$ cat config.mk
export PLATFORM = sky130hd
export DESIGN_NAME = retro_window_bridge
export DESIGN_NICKNAME = d
export VERILOG_FILES = /design/src/rtl/rwb_pkg.sv /design/src/rtl/rwb_capture.sv /design/src/rtl/rwb_base_reg.sv /design/src/rtl/rwb_master.sv /design/src/rtl/retro_window_bridge.sv
export SDC_FILE = /design/constraint.sdc
export NUM_CORES = 1
export LEC_CHECK = 0
export ABC_AREA = 0
export CORE_ASPECT_RATIO = 1.25
export CORE_MARGIN = 4
export CORE_UTILIZATION = 43
export CTS_CLUSTER_DIAMETER = 200
export DETAILED_ROUTE_END_ITERATION = 12
export HOLD_SLACK_MARGIN = 0.15
export PLACE_DENSITY = 0.77
export SLEW_MARGIN = 20
export SYNTH_ARGS = -nofsm -noshare
export SYNTH_HDL_FRONTEND = slang
export SYNTH_HIERARCHICAL = 1
export SYNTH_SLANG_ARGS = --single-unit
$ cat constraint.sdc
create_clock -name clk -period 3.1 [get_ports clk]
set_input_delay 0.62 -clock clk [delete_from_list [all_inputs] [get_ports clk]]
set_output_delay 0.62 -clock clk [all_outputs]
set_load 0.01 [all_outputs]
$ cat src/rtl/rwb_pkg.sv
package rwb_pkg;
  localparam int DW = 32;
  localparam int LANES = DW / 8;

  typedef enum logic [2:0] {
    M_IDLE,
    M_RD_REQ,
    M_RD_WAIT,
    M_WR_REQ,
    M_WR_WAIT
  } mst_state_t;

  function automatic logic [7:0] lane_get(input logic [DW-1:0] w, input logic [1:0] lane);
    return w[lane*8 +: 8];
  endfunction

  function automatic logic [DW-1:0] lane_put(input logic [DW-1:0] w, input logic [1:0] lane,
                                             input logic [7:0] b);
    logic [DW-1:0] r;
    r = w;
    r[lane*8 +: 8] = b;
    return r;
  endfunction
endpackage

$ cat src/rtl/rwb_capture.sv
module rwb_capture #(
  parameter int CPU_AW = 16,
  parameter int SYNC = 2,
  parameter logic [CPU_AW-1:0] WIN_LO = 16'h8000,
  parameter int WIN_BITS = 15
) (
  input  logic                clk,
  input  logic                rst_n,
  input  logic                phi2,
  input  logic [CPU_AW-1:0]   addr,
  input  logic [7:0]          din,
  input  logic                rw,
  output logic                phi2_s,
  output logic                go,
  output logic                go_write,
  output logic [WIN_BITS-1:0] go_off,
  output logic [7:0]          go_data
);
  logic [SYNC-1:0] sh_q;
  logic            phi2_d_q;
  logic [CPU_AW:0] rel;
  logic            hit, rise;

  assign phi2_s = sh_q[SYNC-1];
  assign rise   = phi2_s & ~phi2_d_q;
  assign rel    = {1'b0, addr} - {1'b0, WIN_LO};
  assign hit    = ~rel[CPU_AW] && (rel[CPU_AW-1:WIN_BITS] == '0);

  always_ff @(posedge clk or negedge rst_n) begin
    if (!rst_n) begin
      sh_q     <= '0;
      phi2_d_q <= 1'b0;
      go       <= 1'b0;
    end else begin
      sh_q     <= {sh_q[SYNC-2:0], phi2};
      phi2_d_q <= phi2_s;
      go       <= rise & hit;
    end
  end

  always_ff @(posedge clk) begin
    if (rise) begin
      go_write <= ~rw;
      go_off   <= rel[WIN_BITS-1:0];
      go_data  <= din;
    end
  end

  p_single_go_r8: assert property (@(posedge clk) disable iff (!rst_n) go |=> !go);
endmodule

$ cat src/rtl/rwb_base_reg.sv
module rwb_base_reg #(
  parameter int AW = 32
) (
  input  logic          clk,
  input  logic          rst_n,
  input  logic          cyc,
  input  logic          stb,
  input  logic          we,
  input  logic [AW-1:0] wdata,
  output logic [AW-1:0] rdata,
  output logic          ack,
  output logic [AW-3:0] base_word
);
  logic req, wr_en;
  logic unused_lo;

  assign unused_lo = ^wdata[1:0];
  assign req   = cyc & stb & ~ack;
  assign wr_en = req & we;
  assign rdata = {base_word, 2'b00};

  always_ff @(posedge clk or negedge rst_n) begin
    if (!rst_n) begin
      ack       <= 1'b0;
      base_word <= '0;
    end else begin
      ack <= req;
      if (wr_en) base_word <= wdata[AW-1:2];
    end
  end

  p_ack_pulse_r2: assert property (@(posedge clk) disable iff (!rst_n) ack |=> !ack);
endmodule

$ cat src/rtl/rwb_master.sv
module rwb_master
  import rwb_pkg::*;
#(
  parameter int AW = 32,
  parameter int WIN_BITS = 15
) (
  input  logic                clk,
  input  logic                rst_n,
  input  logic                go,
  input  logic                go_write,
  input  logic [WIN_BITS-1:0] go_off,
  input  logic [7:0]          go_data,
  input  logic [AW-3:0]       base_word,
  output logic                busy,
  output logic                rd_valid,
  output logic [7:0]          rd_byte,
  output logic                mem_cyc,
  output logic                mem_stb,
  output logic                mem_we,
  output logic [AW-1:0]       mem_adr,
  output logic [DW-1:0]       mem_wdata,
  input  logic                mem_stall,
  input  logic                mem_ack,
  input  logic [DW-1:0]       mem_rdata
);
  localparam int PAD = AW - WIN_BITS;

  mst_state_t    st_q, st_n;
  logic [AW-3:0] wadr_q, wadr_n;
  logic [1:0]    lane_q, lane_n;
  logic [7:0]    byte_q, byte_n, rdb_q, rdb_n;
  logic          wr_q, wr_n, vld_q, vld_n;
  logic [DW-1:0] word_q, word_n;

  always_comb begin
    st_n   = st_q;
    wadr_n = wadr_q;
    lane_n = lane_q;
    byte_n = byte_q;
    wr_n   = wr_q;
    word_n = word_q;
    rdb_n  = rdb_q;
    vld_n  = 1'b0;
    case (st_q)
      M_IDLE: if (go) begin
        st_n   = M_RD_REQ;
        wadr_n = base_word + {{PAD{1'b0}}, go_off[WIN_BITS-1:2]};
        lane_n = go_off[1:0];
        byte_n = go_data;
        wr_n   = go_write;
      end
      M_RD_REQ: if (!mem_stall) st_n = M_RD_WAIT;
      M_RD_WAIT: if (mem_ack) begin
        if (wr_q) begin
          word_n = lane_put(mem_rdata, lane_q, byte_q);
          st_n   = M_WR_REQ;
        end else begin
          rdb_n = lane_get(mem_rdata, lane_q);
          vld_n = 1'b1;
          st_n  = M_IDLE;
        end
      end
      M_WR_REQ: if (!mem_stall) st_n = M_WR_WAIT;
      M_WR_WAIT: if (mem_ack) st_n = M_IDLE;
      default: st_n = M_IDLE;
    endcase
  end

  always_ff @(posedge clk or negedge rst_n) begin
    if (!rst_n) begin
      st_q  <= M_IDLE;
      vld_q <= 1'b0;
    end else begin
      st_q  <= st_n;
      vld_q <= vld_n;
    end
  end

  always_ff @(posedge clk) begin
    wadr_q <= wadr_n;
    lane_q <= lane_n;
    byte_q <= byte_n;
    wr_q   <= wr_n;
    word_q <= word_n;
    rdb_q  <= rdb_n;
  end

  assign busy      = (st_q != M_IDLE);
  assign mem_cyc   = busy;
  assign mem_stb   = (st_q == M_RD_REQ) || (st_q == M_WR_REQ);
  assign mem_we    = (st_q == M_WR_REQ);
  assign mem_adr   = {wadr_q, 2'b00};
  assign mem_wdata = word_q;
  assign rd_valid  = vld_q;
  assign rd_byte   = rdb_q;

  p_stall_hold_r6: assert property (@(posedge clk) disable iff (!rst_n)
    (mem_stb && mem_stall) |=> (mem_stb && $stable(mem_adr) && $stable(mem_we) && $stable(mem_wdata)));
  p_cyc_end_ack_r7: assert property (@(posedge clk) disable iff (!rst_n)
    $fell(mem_cyc) |-> $past(mem_ack));
  p_write_in_open_cyc_r5: assert property (@(posedge clk) disable iff (!rst_n)
    $rose(mem_stb && mem_we) |-> $past(mem_cyc));
endmodule

$ cat src/rtl/retro_window_bridge.sv
module retro_window_bridge #(
  parameter int CPU_AW = 16,
  parameter int AW = 32,
  parameter int SYNC = 2,
  parameter logic [CPU_AW-1:0] WIN_LO = 16'h8000,
  parameter int WIN_BITS = 15
) (
  input  logic              clk,
  input  logic              rst_n,
  input  logic              cpu_phi2,
  input  logic [CPU_AW-1:0] cpu_addr,
  input  logic [7:0]        cpu_data_in,
  input  logic              cpu_rw,
  output logic [7:0]        cpu_data_out,
  output logic              cpu_data_oe,
  input  logic              cfg_cyc,
  input  logic              cfg_stb,
  input  logic              cfg_we,
  input  logic [AW-1:0]     cfg_wdata,
  output logic [AW-1:0]     cfg_rdata,
  output logic              cfg_ack,
  output logic              mem_cyc,
  output logic              mem_stb,
  output logic              mem_we,
  output logic [AW-1:0]     mem_adr,
  output logic [31:0]       mem_wdata,
  input  logic              mem_stall,
  input  logic              mem_ack,
  input  logic [31:0]       mem_rdata
);
  logic                phi2_s, go, go_write, busy, rd_valid, oe_q, oe_n;
  logic [WIN_BITS-1:0] go_off;
  logic [7:0]          go_data, rd_byte;
  logic [AW-3:0]       base_word;

  rwb_capture #(.CPU_AW(CPU_AW), .SYNC(SYNC), .WIN_LO(WIN_LO), .WIN_BITS(WIN_BITS)) u_cap (
    .clk(clk), .rst_n(rst_n), .phi2(cpu_phi2), .addr(cpu_addr), .din(cpu_data_in),
    .rw(cpu_rw), .phi2_s(phi2_s), .go(go), .go_write(go_write), .go_off(go_off),
    .go_data(go_data));

  rwb_base_reg #(.AW(AW)) u_base (
    .clk(clk), .rst_n(rst_n), .cyc(cfg_cyc), .stb(cfg_stb), .we(cfg_we),
    .wdata(cfg_wdata), .rdata(cfg_rdata), .ack(cfg_ack), .base_word(base_word));

  rwb_master #(.AW(AW), .WIN_BITS(WIN_BITS)) u_mst (
    .clk(clk), .rst_n(rst_n), .go(go), .go_write(go_write), .go_off(go_off),
    .go_data(go_data), .base_word(base_word), .busy(busy), .rd_valid(rd_valid),
    .rd_byte(rd_byte), .mem_cyc(mem_cyc), .mem_stb(mem_stb), .mem_we(mem_we),
    .mem_adr(mem_adr), .mem_wdata(mem_wdata), .mem_stall(mem_stall),
    .mem_ack(mem_ack), .mem_rdata(mem_rdata));

  always_comb begin
    oe_n = oe_q;
    if (rd_valid)    oe_n = 1'b1;
    else if (!phi2_s) oe_n = 1'b0;
  end

  always_ff @(posedge clk or negedge rst_n) begin
    if (!rst_n) oe_q <= 1'b0;
    else        oe_q <= oe_n;
  end

  assign cpu_data_oe  = oe_q;
  assign cpu_data_out = rd_byte;

  p_oe_no_cyc_r4: assert property (@(posedge clk) disable iff (!rst_n)
    cpu_data_oe |-> !mem_cyc);
  p_go_idle_r8: assert property (@(posedge clk) disable iff (!rst_n)
    go |-> !busy);
endmodule

Word level (Yosys, flattened, before mapping):

Index checks and enable logic that the tools add are counted.

* bits in registers: 145
* word-level logic and storage cells: 65
* input port bits: 97

* reductions and logical operators: 8
* add/sub/neg operators: 3
* shifts and indexed selects: 3
* bitwise operators: 11
* equal/unequal tests: 10
* multiplexer cells: 13

Operators with widths (number)
* negation 5 -> 34 bit: 1
* variable shift 8 x 34 -> 32 bit, first input constant: 1
* variable part select 8 x 34 -> 32 bit: 1
* bitwise mux 32 bit: 1
* variable part select 32 x 6 -> 8 bit: 1
* adder 30 x 13 -> 30 bit: 1
* subtractor 16 x 16 -> 17 bit, second input constant: 1
* 2-to-1 mux 3 bit: 5
* one-hot mux 3 bit (5 select lines): 1
* inequality test 2 bit, second input constant: 5
* == test 3 x 2 -> 1 bit, second input constant: 2
* inverter 1 bit: 6
* AND reduction 3 bit: 2
* AND 1 bit: 5
* 2-to-1 mux 1 bit: 5
* AND reduction 5 bit: 1
* == test 3 x 1 -> 1 bit, second input constant: 1
* == test 3 bit, second input constant: 1
* zero test 3 bit: 1
* nonzero test 3 bit: 1
* 2-to-1 mux 2 bit: 1
* inequality test 2 x 1 -> 1 bit, second input constant: 1
* AND reduction 2 bit: 1
* logical AND 1 bit: 1
* logical OR 1 bit: 1

Logic depth before layout (Yosys ltp):

* word-level depth: 4
* gate-level depth with buffers: 9
* depth with buffers taken out: 9

Cells and area by module:

Netlist, hierarchy kept.

Modules (own cells, without submodules)
* rwb_master: area an instance 4291.6 sq um, instances 1, cells each 354
* rwb_base_reg: area an instance 1535.2 sq um, instances 1, cells each 100
* rwb_capture: area an instance 839.6 sq um, instances 1, cells each 31
* retro_window_bridge: area an instance 32.5 sq um, instances 1, cells each 2

Worst setup path after synthesis:

OpenSTA, ideal clock, no wires.

* kind: register -> register
* start: register u_mst.st_q[2]
* end: register u_mst.byte_q[0], enable pin
* period minus slack after synthesis: 2.973 ns
* cell stages (with the launch flop): 3
* path slack: 0.127 ns
* buffers on the path: 0
* arrival time: 2.534 ns
* cells stage by stage: dfrtp_1 or3_1 nor2_1

* word-level cells in the longest chain between the ends: 2

RTL lines
* from (decl): line rwb_master.sv:28 `mst_state_t st_q, st_n;`
* from (signal assigned): line rwb_master.sv:74 `st_q <= st_n;`
* zero test 3 bit: line rwb_master.sv:44 `case (st_q)`
* AND reduction 2 bit (no source line)
* to (signal assigned): line rwb_master.sv:82 `byte_q <= byte_n;`
* to (decl): line rwb_master.sv:31 `logic [7:0] byte_q, byte_n, rdb_q, rdb_n;`

No other way between the ends.
A chain may end at the register's enable or synchronous reset.

Final worst setup path:

* start: register u_base.base_word[0]
* end: register u_mst.wadr_q[22] (data pin)

* word-level cells in the longest chain between the ends: 1

RTL lines
* from (decl): line rwb_base_reg.sv:12 `output logic [AW-3:0] base_word`
* from (signal assigned): line rwb_base_reg.sv:28 `if (wr_en) base_word <= wdata[AW-1:2];`
* adder 30 x 13 -> 30 bit: line rwb_master.sv:47 `wadr_n = base_word + {{PAD{1'b0}}, go_off[WIN_BITS-1:2]};`
* to (signal assigned): line rwb_master.sv:80 `wadr_q <= wadr_n;`
* to (decl): line rwb_master.sv:29 `logic [AW-3:0] wadr_q, wadr_n;`

No other way between the ends.

==> results.cfg <==
[die]
fp.dieH_um = 148
rows = 50
die_area_um2 = 17700
io_pins = 206
coreArea_um2 = 15100
start_util = 0.442
dieWidth_um = 120

[critical_path]
start_kind = flop
critical_path_buf_inv_count = 1
path_max_fanout = 8
worst_setup_path_end_kind = flop
required_ps = 3260
path_class = flop to flop
path_cells = ha_1, inv_1, fa_1, nand2b_1, a211o_1, a211oi_4, a221o_2, nand4_1, xnor2_1
arrival_ps = 2890
slowest_delay_ps = 400
critPathTopFamily = compound AO/OA/AOI/OAI gates
cpMaxStageDelayCell = fa_1

[layout]
layout-drive-gt1-share = 0.136
nNetsFinal = 789
multiInputGateArea_um2 = 2090
post-route-util = 0.612
areaGrowthSynthToFinish_pct = 38.3
antenna_cells = 0
nFillCells = 1190
register_area_um2 = 4150

[sta]
fin_crit_ps = 2740
finalHoldViolations = 0
tightest_slew_ps = 1040
rsz0062_at_grt = no
setup_violations = 0
fmax_mhz = 365
drv_slew = 0
skew_ps = 9.60
finalSetupTns_ps = 0
period_share = 0.883
slew_headroom = 0.300

[power_and_ir_drop]
pwr-share-comb = 0.232
powerDensity_nw_per_um2 = 619
pwr-share-clk = 0.327
p_seq_frac = 0.441
internal_power_uw = 4140
power.switching_uw = 1590
switching_share = 0.278
p_leak_uw = 0.00364
vdd_drop_max_v = 0.000301

[synthesis]
syn_avg_cell_area_um2 = 13.8
async_reset_ff_frac = 0.276
synth_seq_area_share = 0.620
synth_cell_type_count = 48
synth_edf_count = 105
yosysWarningCount = 6
yosys_register_bits = 145
syn_area_um2 = 6700
ys.flop_type = edfxtp_1
synthCells = 487

[global_routing]
grt_pass1_wl_mm = 24.8
grt_pass1_vias = 4804
antenna_found_initial = 0
grt_max_degree = 42
track_usage = 0.179
overflow = 0

[cts]
clk_pin_slew_ps = 60
root_buffer = clkbuf_16
clock_sinks = 145
cts.htree.levels = 4
clk_latency_ps = 410
hold_buffers = 0
cts_tree = built
cts_setup_buffers = 0
numCtsBuffers = 17
clock_path_buffers = 2
cts_resized = 0

[placement]
port_buffers = 199
dp_hpwl_mm = 11.9
gp_congestion = 0.832

[hold_path]
min_path_type = primary input to asynchronous set/reset pin

[route]
drt-pass1-iter-count = 5
via_count = 4477
ant_nets = 0
wire_per_inst_um = 17.6
wl_mm = 15.8
viasPerCell = 5.01
drc = 0
first_iter_violations = 390

[run_status]
status = complete, no violations

[flow_run]
max_cap_violations = 0
==> per-stage QoR <==
| stage | setup WS [ps] | power, µW | hold WS [ps] | cell area, µm² | std cells |
|---|---|---|---|---|---|
| after floorplan | 127 | 3360 | 324 | 6710 | 489 |
| after global placement | 432 | 3840 | 336 | 8710 | 862 |
| after detailed placement | 356 | 3900 | 336 | 8710 | 862 |
| after CTS | 344 | 5790 | 350 | 9260 | 894 |
| after global routing | 157 | 6000 | 358 | 9260 | 894 |
| final | 363 | 5730 | 348 | 9260 | 894 |
==> worst register-to-register path, stage by stage (launching register included) <==
cell      delay, ps
dfrtp_1         370
ha_1            210
inv_1            70
fa_1            400
nand2b_1        180
a211o_1         320
a211oi_4        310
a221o_2         320
nand4_1         150
xnor2_1         160
==> layout by cell type, fill, tap and decap left out, types with 2 or more instances in the layout <==
cell,count
nand4_1,8
nor4b_2,2
nor2_1,13
a21oi_1,11
inv_6,6
and2_1,4
mux2_4,30
inv_1,43
conb_1,4
clkinvlp_4,4
nor2b_1,2
inv_4,2
o21ai_0,36
mux4_2,8
nand3_1,9
buf_4,9
and3_1,3
nand2_1,45
nand2b_1,4
xnor2_1,24
dfrtp_1,40
clkdlybuf4s50_1,198
clkbuf_16,17
a211oi_1,4
a21o_1,6
xor2_1,3
ha_1,18
edfxtp_1,105
==> cells by family after synthesis <==
logic type | Yosys count | share of synthesized area
flip-flops | 145 | 0.620
AND/OR/NAND/NOR | 105 | 0.0818
buffers and inverters | 86 | 0.0725
AO/OA/AOI/OAI | 65 | 0.0585
multiplexers | 38 | 0.0941
XOR/XNOR | 27 | 0.0353
adder cells (fa/ha/maj) | 19 | 0.0366
other | 2 | 0.00112
==> path summary, 6_finish.rpt <==
kind                                                       from                          endpoint  slack, ps  cells after the start
worst max-delay path            u_base/base_word[0]$_DFFE_PN0P_        u_mst/wadr_q[22]$_DFFE_PP_        360                      9
worst min-delay path                                      rst_n  u_base/base_word[19]$_DFFE_PN0P_        350                      1
worst max register to register  u_base/base_word[0]$_DFFE_PN0P_        u_mst/wadr_q[22]$_DFFE_PP_        360                      9
worst min register to register          u_cap/sh_q[0]$_DFF_PN0_           u_cap/sh_q[1]$_DFF_PN0_        350                      0
max in group asynchronous                                 rst_n   u_base/base_word[1]$_DFFE_PN0P_       2160                      1
min in group clk                        u_cap/sh_q[0]$_DFF_PN0_           u_cap/sh_q[1]$_DFF_PN0_        350                      0
==> power groups by stage <==
stage               clock (µW)  combinational (µW)  sequential, µW
floorplan                    0                 809            2550
global placement             0                1290            2550
detailed placement           0                1330            2560
CTS                       1920                1340            2530
global route              2010                1430            2560
finish                    1880                1330            2530
==> Yosys cell counts (all sizes together), types with 4 or more instances <==
library cell / instances / area share
nand2: 45 / 0.025
a21oi: 11 / 0.0082
mux4: 8 / 0.027
buf: 40 / 0.047
a211oi: 5 / 0.0075
edfxtp: 105 / 0.47
nand3: 9 / 0.0067
a21o: 6 / 0.0067
nand2b: 4 / 0.0037
ha: 18 / 0.034
xnor2: 24 / 0.031
nor2: 15 / 0.0088
and2: 4 / 0.0037
inv: 43 / 0.024
nand4: 8 / 0.0075
mux2: 30 / 0.067
dfrtp: 40 / 0.15
o21ai: 37 / 0.028
==> cell type report <==
cell class / instances / share of cell area
clock buffers: 17 / 0.0459
clock inverters: 15 / 0.0130
inverters: 43 / 0.0174
multi-input cells: 258 / 0.225
flip-flops and latches: 145 / 0.448
well taps: 208 / 0.0281
repair buffers: 208 / 0.222
==> sequential cells by signal (all words and copies together) (netlist names) <==
signal            count
u_mst/rd_byte         8
u_base/base_word     30
u_mst/rd_valid        1
u_mst/wadr_q         30
u_cap/go              1
u_cap/sh_q            2
u_mst/wr_q            1
u_cap/phi2_d_q        1
u_base/ack            1
u_cap/go_data         8
u_mst/lane_q          2
u_mst/st_q            3
u_cap/go_write        1
u_mst/byte_q          8
u_cap/go_off         15
cpu_data_oe           1
u_mst/mem_wdata      32
==> layer usage <==
| layer | share of wire | vias to the layer above | track usage |
|---|---|---|---|
| met5 | 0 | - | 0 |
| met4 | 0.011 | 0 | 0.0562 |
| met3 | 0.095 | 15 | 0.0635 |
| met2 | 0.51 | 264 | 0.317 |
| met1 | 0.38 | 2124 | 0.202 |
| li1 | - | 2074 | - |
No activity file was read; power rests on OpenSTA's default activity.
